[src/rtl/ptw_pkg.sv]
package ptw_pkg;
    localparam int BIT_V     = 0;
    localparam int BIT_R     = 1;
    localparam int BIT_W     = 2;
    localparam int BIT_X     = 3;
    localparam int PPN_LSB   = 10;
    localparam int NAPOT_NIB = 4;
    localparam logic [NAPOT_NIB-1:0] NAPOT_64K = 4'b1000;

    typedef enum logic [1:0] {
        ST_IDLE,
        ST_ISSUE,
        ST_AWAIT,
        ST_REPORT
    } walk_state_e;

    typedef struct packed {
        logic bad;
        logic leaf;
        logic contig;
    } pte_class_t;
endpackage

[src/rtl/ptw_pte_decode.sv]
module ptw_pte_decode
    import ptw_pkg::*;
#(
    parameter int PTE_W = 64,
    parameter int LVL_W = 2
) (
    input  logic [PTE_W-1:0] pte,
    input  logic [LVL_W-1:0] level,
    output pte_class_t       cls
);
    logic v, r, w, x, n, leaf, nib_ok;

    always_comb begin
        v      = pte[BIT_V];
        r      = pte[BIT_R];
        w      = pte[BIT_W];
        x      = pte[BIT_X];
        n      = pte[PTE_W-1];
        leaf   = r | x;
        nib_ok = (pte[PPN_LSB +: NAPOT_NIB] == NAPOT_64K);

        cls.leaf   = leaf;
        cls.contig = n && leaf && nib_ok && (level == '0);
        cls.bad    = !v
                   || (w && !r)
                   || (!leaf && level == '0)
                   || (n && !cls.contig);
    end
endmodule

[src/rtl/ptw_addr_gen.sv]
module ptw_addr_gen #(
    parameter int LEVELS = 3,
    parameter int IDX_W  = 9,
    parameter int PPN_W  = 44,
    parameter int OFS_W  = 12,
    parameter int PTE_W  = 64,
    localparam int VPN_W   = LEVELS * IDX_W,
    localparam int LVL_W   = $clog2(LEVELS),
    localparam int PA_W    = PPN_W + OFS_W,
    localparam int ENTRY_B = $clog2(PTE_W / 8)
) (
    input  logic [PPN_W-1:0] table_ppn,
    input  logic [VPN_W-1:0] vpn,
    input  logic [LVL_W-1:0] level,
    output logic [PA_W-1:0]  addr
);
    logic [IDX_W-1:0] slice;

    always_comb begin
        slice = vpn[level * IDX_W +: IDX_W];
        addr  = (PA_W'(table_ppn) << OFS_W) + (PA_W'(slice) << ENTRY_B);
    end
endmodule

[src/rtl/napot_walker.sv]
module napot_walker
    import ptw_pkg::*;
#(
    parameter int LEVELS = 3,
    parameter int IDX_W  = 9,
    parameter int PPN_W  = 44,
    parameter int OFS_W  = 12,
    parameter int PTE_W  = 64,
    localparam int VPN_W = LEVELS * IDX_W,
    localparam int LVL_W = $clog2(LEVELS),
    localparam int PA_W  = PPN_W + OFS_W
) (
    input  logic             clk,
    input  logic             rst_n,
    input  logic             req_valid,
    output logic             req_ready,
    input  logic [VPN_W-1:0] req_vpn,
    input  logic [PPN_W-1:0] req_root_ppn,
    output logic             mem_req_valid,
    input  logic             mem_req_ready,
    output logic [PA_W-1:0]  mem_req_addr,
    input  logic             mem_rsp_valid,
    input  logic [PTE_W-1:0] mem_rsp_data,
    output logic             done,
    output logic             fault,
    output logic             upd_valid,
    output logic [PTE_W-1:0] upd_pte,
    output logic [LVL_W-1:0] upd_level,
    output logic [VPN_W-1:0] upd_vpn,
    output logic             upd_napot
);
    localparam logic [LVL_W-1:0] TOP_LVL = LVL_W'(LEVELS - 1);

    walk_state_e      state_q, state_d;
    logic [VPN_W-1:0] vpn_q;
    logic [PPN_W-1:0] base_q;
    logic [LVL_W-1:0] lvl_q;
    logic [PTE_W-1:0] pte_q;
    logic             bad_q;
    logic             contig_q;
    pte_class_t       cls;
    logic [PA_W-1:0]  rd_addr;

    ptw_pte_decode #(.PTE_W(PTE_W), .LVL_W(LVL_W)) u_decode (
        .pte   (mem_rsp_data),
        .level (lvl_q),
        .cls   (cls)
    );

    ptw_addr_gen #(
        .LEVELS(LEVELS), .IDX_W(IDX_W), .PPN_W(PPN_W),
        .OFS_W(OFS_W), .PTE_W(PTE_W)
    ) u_addr (
        .table_ppn (base_q),
        .vpn       (vpn_q),
        .level     (lvl_q),
        .addr      (rd_addr)
    );

    // next-state selection
    always_comb begin
        state_d = state_q;
        unique case (state_q)
            ST_IDLE:   if (req_valid) state_d = ST_ISSUE;
            ST_ISSUE:  if (mem_req_ready) state_d = ST_AWAIT;
            ST_AWAIT:  if (mem_rsp_valid) begin
                           if (cls.bad || cls.leaf) state_d = ST_REPORT;
                           else                     state_d = ST_ISSUE;
                       end
            ST_REPORT: state_d = ST_IDLE;
            default:   state_d = ST_IDLE;
        endcase
    end

    // state register and walk context
    always_ff @(posedge clk or negedge rst_n) begin
        if (!rst_n) begin
            state_q  <= ST_IDLE;
            vpn_q    <= '0;
            base_q   <= '0;
            lvl_q    <= '0;
            pte_q    <= '0;
            bad_q    <= 1'b0;
            contig_q <= 1'b0;
        end else begin
            state_q <= state_d;
            if (state_q == ST_IDLE && req_valid) begin
                vpn_q    <= req_vpn;
                base_q   <= req_root_ppn;
                lvl_q    <= TOP_LVL;
                bad_q    <= 1'b0;
                contig_q <= 1'b0;
            end
            if (state_q == ST_AWAIT && mem_rsp_valid) begin
                pte_q <= mem_rsp_data;
                if (cls.bad) begin
                    bad_q <= 1'b1;
                end else if (cls.leaf) begin
                    contig_q <= cls.contig;
                end else begin
                    base_q <= mem_rsp_data[PPN_LSB +: PPN_W];
                    lvl_q  <= lvl_q - 1'b1;
                end
            end
        end
    end

    // outputs
    always_comb begin
        req_ready     = (state_q == ST_IDLE);
        mem_req_valid = (state_q == ST_ISSUE);
        mem_req_addr  = rd_addr;
        done          = (state_q == ST_REPORT);
        fault         = done && bad_q;
        upd_valid     = done && !bad_q;
        upd_napot     = upd_valid && contig_q;
        upd_pte       = pte_q;
        upd_level     = lvl_q;
        upd_vpn       = vpn_q;
    end
endmodule

[config.mk]
export PLATFORM = sky130hd
export DESIGN_NAME = napot_walker
export DESIGN_NICKNAME = d
export VERILOG_FILES = /design/src/rtl/ptw_pkg.sv /design/src/rtl/ptw_pte_decode.sv /design/src/rtl/ptw_addr_gen.sv /design/src/rtl/napot_walker.sv
export SDC_FILE = /design/constraint.sdc
export NUM_CORES = 1
export LEC_CHECK = 0
export CORE_MARGIN = 2
export CORE_UTILIZATION = 28
export DETAILED_ROUTE_END_ITERATION = 8
export DONT_BUFFER_PORTS = 1
export GPL_ROUTABILITY_DRIVEN = 0
export PLACE_DENSITY = 0.44
export SLEW_MARGIN = 20
export SYNTH_ARGS = -nofsm -noshare
export SYNTH_HDL_FRONTEND = slang
export SYNTH_HIERARCHICAL = 1
export SYNTH_SLANG_ARGS = --single-unit
[constraint.sdc]
create_clock -name clk -period 2.2 [get_ports clk]
set_input_delay 0.33 -clock clk [delete_from_list [all_inputs] [get_ports clk]]
set_output_delay 0.33 -clock clk [all_outputs]
set_load 0.02 [all_outputs]
==> Word-level counts from Yosys, hierarchy flattened <==
Cells that the tools add are included.
{ "totals": {"reg_bits": 141, "inputBits": 140, "wordCells": 62} }
{ "classes": {"n_addsub": 2, "multipliers": 1, "eq_ne": 7, "shifts": 1, "muxes": 20, "n_bitwise": 1, "n_reduce_logical": 23} }
{ "ops": {"columns": ["cell", "count"], "rows": [
  ["two-way mux 44 bit", 4],
  ["adder 56 x 12 -> 56 bit", 1],
  ["variable part select 27 x 7 -> 9 bit", 1],
  ["two-way mux 2 bit", 8],
  ["logical AND 1 bit", 11],
  ["case mux 2 bit (4 select lines)", 1],
  ["two-way mux 1 bit", 7],
  ["multiplier 2 x 4 -> 6 bit (second input constant)", 1],
  ["zero test 1 bit", 5],
  ["== test 2 bit (second input constant)", 2],
  ["== test 4 bit (second input constant)", 1],
  ["zero test 2 bit", 2],
  ["logical OR 1 bit", 4],
  ["inequality test 2 bit (second input constant)", 2],
  ["AND reduction 3 bit", 1],
  ["== test 2 x 1 -> 1 bit (second input constant)", 1],
  ["inequality test 2 x 1 -> 1 bit (second input constant)", 1],
  ["subtractor 2 x 1 -> 2 bit (second input constant)", 1],
  ["bitwise OR 1 bit", 1]
]} }

==> Logic depth before layout (Yosys ltp) <==
{ "logic_depth": {"depth_word": 11, "mapped_depth": 7} }

==> Modules after synthesis <==
Netlist, hierarchy kept.
{ "by_module_without_submodules": {"columns": ["mod", "n_inst", "cells_per_inst", "area_per_inst_um2", "seq_area_each_um2"], "rows": [
  ["napot_walker", 1, 370, 5974.5, 3528.4],
  ["ptw_addr_gen", 1, 70, 576.8, 0.0],
  ["ptw_pte_decode", 1, 9, 66.3, 0.0]
]} }

==> Worst setup path after synthesis <==
No wires, ideal clock.
{ "synth_timing": {"path_kind": "register to register", "start": "register lvl_q[1] (netlist: upd_level[1])", "end": "register base_q[34]", "setup_ns": 0.125, "t_arrival_ns": 2.382, "required_ns": 2.075, "slack_ns": -0.308, "stages_incl_launch_ff": 8, "n_path_buf": 1, "period_less_slack_ns": 2.508, "path_cell_list": "dfrtp_1 -> or4b_4 -> o31ai_2 -> o211ai_1 -> nor3b_4 -> nand2_2 -> clkbuf_4 -> mux2_4"} }
{ "synth_lines": {"columns": ["element", "line", "source"], "rows": [
  ["from (decl)", "napot_walker.sv:37", "logic [LVL_W-1:0] lvl_q;"],
  ["from (signal assigned)", "napot_walker.sv:102", "lvl_q <= lvl_q - 1'b1;"],
  ["to (signal assigned)", "napot_walker.sv:89", "base_q <= req_root_ppn;"],
  ["to (signal assigned)", "napot_walker.sv:101", "base_q <= mem_rsp_data[PPN_LSB +: PPN_W];"],
  ["to (decl)", "napot_walker.sv:36", "logic [PPN_W-1:0] base_q;"]
]} }

==> results_dict.tcl <==
set metrics [dict create \
    status "complete, but fails checks" \
    violations "negative hold slack, negative setup slack" \
    critPathRequiredTime_ns 2.50 \
    crit_chain "or4b_4 > o31ai_4 > o211ai_1 > nor3b_4 > nand2_4 > buf_12 > mux2_4" \
    wirelength_mm 15.7 \
    whs_ns -0.391 \
    grt_usage_pct 12.3 \
    worst_slew_pin_slew_ns 0.560 \
    yosys_warnings 6 \
    slew_headroom_pct 62.6 \
    cellPowerDensity_mw_per_mm2 1690 \
    firstDrtPassIters 4 \
    grt-ovfl-total 0 \
    numCtsBuffers 17 \
    die_h_microns 158 \
    grt_pass1_vias 3740 \
    drt-vias-per-instance 4.51 \
    final_cell_mix "mux2_2, dfrtp_1, mux2_4" \
    ys_seq_area_share_pct 53.3 \
    slowest_stage "or4b_4" \
    fmax_mhz 437 \
    row_count 56 \
    cp.arrival_ns 2.59 \
    period_share_pct 104 \
    ys_types 38 \
    clock_sinks 141 \
    layout_commonest_cell "mux2_2" \
    die_area_sq_mm 0.0249 \
    synth_area_leader_cell "dfrtp_1" \
    ir_drop_mv 0.616 \
    post_drt_wl_per_cell_microns 21.0 \
    h-tree-depth 4 \
    final_hold_viol_count 141 \
    antenna_cells 0 \
    ant_nets 0 \
    dr_total_vias 3369 \
    core_area_sq_mm 0.0233 \
    worstSetupPathType "flip-flop to flip-flop" \
    critical_path.max_stage_delay_ns 0.53 \
    finalCoreUtilization_pct 31.2 \
    syn_avg_cell_area_sq_um 14.7 \
    drive_above_1_share_pct 55.1 \
    cts.path.max_buffers 2 \
    clkTransAtPathRegs_ns 0.06 \
    grt_max_degree 142 \
    cap_viol_max_count 0 \
    r2r-start "upd_level[1]" \
    yosys.area.top_type_share_pct 53.3 \
    io_buffer_count 0 \
    drv_slew 0 \
    start_kind "flip-flop" \
    cts_tree "built" \
    area_growth_syn_to_layout_pct 9.85 \
    route.detailed.drc 0 \
    syn_inst 449 \
    rsz0062_at_grt "yes" \
    leakage_nw 3.12 \
    worst_setup_path_end_kind "flip-flop" \
    drt-initial-drc-count 153 \
    antenna_found_initial 0 \
    startpoint "upd_level[1]" \
    clkLatencyLatePin_ns 0.41 \
    grt_first_pass_wirelength_mm 22.7 \
    finalSetupViolCount 44 \
    final_nets 555 \
    hold_path.class "input pin to asynchronous set/reset pin" \
    post-dp-hpwl_mm 11.0 \
    clock-root-buffer "clkbuf_16" \
    pin_count 295 \
    initial_utilization_pct 28.4 \
    finalWorstSetupSlack_ns -0.0893 \
    synth_area_sq_mm 0.00662 \
    fin_skew_ns 0.00565 \
    crit_path_max_fanout 22 \
    ys_ff_latch 141 \
    synthTopCellsByArea "dfrtp_1, mux2_2, buf_4, mux2_4, mux2i_1" \
    min_period_ns 2.29 \
    die_x_microns 158 \
]
-- synth_stat cells --
library cell	number
a211o_1	1
a211oi_1	1
and2_1	1
and2b_2	1
and3_1	1
buf_2	10
buf_4	53
buf_6	5
buf_8	1
clkbuf_4	1
conb_1	1
dfrtp_1	141
inv_1	4
mux2_2	155
mux2_4	25
mux2i_1	10
nand2_1	4
nand2_2	1
nand2b_1	2
nand3b_1	1
nand4_1	1
nand4b_1	1
nor2_1	4
nor2b_1	2
nor2b_4	1
nor3_1	1
nor3b_1	1
nor3b_2	1
nor3b_4	1
nor4_1	1
o211ai_1	1
o21ai_0	1
o21bai_1	1
o22ai_1	1
o2bb2ai_1	9
o31ai_2	1
or2_2	1
or4b_4	1
-- critical path: cells and delay by family (launching register included) --
| family | cells | cell delay [ns] |
|---|---|---|
| simple gates | 3 | 0.91 |
| flops | 1 | 0.40 |
| buf+inv | 1 | 0.18 |
| compound gates | 2 | 0.37 |
| mux | 1 | 0.30 |
-- cell type report --
class / instances / area [sq um]
Tap cell: 319 / 399
Timing Repair Buffer: 15 / 170
Clock inverter: 10 / 90.1
Fill cell: 2312 / 16100
Multi-Input combinational cell: 236 / 2590
Clock buffer: 22 / 474
Inverter: 4 / 15.0
Sequential cell: 141 / 3530
-- flip-flops by register name, indices dropped and copies added (netlist names) --
register and cells:
upd_pte 64, base_q 44, upd_vpn 27, state_q 2, upd_level 2, bad_q 1, contig_q 1
-- power by group --
part | switching (mW) | internal [mW] | total [mW]
Sequential | 2.66 | 3.90 | 6.55
Combinational | 1.11 | 1.87 | 2.98
Clock | 1.12 | 1.64 | 2.76
-- through the flow --
step | power, mW | setup TNS (ns) | setup WS [ns] | instances | instance area (sq um)
after global placement | 9.57 | -1.54 | -0.0631 | 715 | 6670
final | 12.3 | -2.90 | -0.0893 | 747 | 7270
after global routing | 13.0 | -5.43 | -0.155 | 747 | 7270
after floorplan | 9.44 | -8.57 | -0.242 | 451 | 6630
after CTS | 12.5 | -2.74 | -0.0881 | 749 | 7260
after detailed placement | 9.65 | -2.99 | -0.112 | 715 | 6670
-- per-layer routing --
layer	part of all wire (%)	GRT usage, %
met1	38	13.9
met4	2.6	5.54
met2	49	19.7
met5	0	0
met3	11	5.83
-- path summary, 6_finish.rpt --
check | to | slack (ns) | cells after the start
setup / recovery | base_q[34] | -0.09 | 7
hold / removal | base_q[18] | -0.39 | 0
setup reg to reg | base_q[34] | -0.09 | 7
hold reg to reg | bad_q | 0.58 | 2
max in group asynchronous | upd_level[0] | 2.43 | 0
min in group clk | state_q[1] | 0.03 | 2
-- cells by family (layout without fill, tap and decap cells) --
logic type             count (synthesis)  count (layout)  share of synthesized area (%)
buffers and inverters                 74              51                           8.19
AO/OA/AOI/OAI                         16              16                           2.02
multiplexers                         190             190                           33.6
other                                  1               3                         0.0567
flip-flops                           141             141                           53.3
AND/OR/NAND/NOR                       27              27                           2.86
-- repair_timing --
| action | in CTS | in global routing |
|---|---|---|
| resized for setup | 4 | 4 |
| setup buffers | 2 | 1 |
| pin swaps | 4 | 3 |
| endpoints found under the hold margin | 141 | 141 |
| setup endpoints to repair | 44 | 47 |
Power figures use the tool's default switching activity.
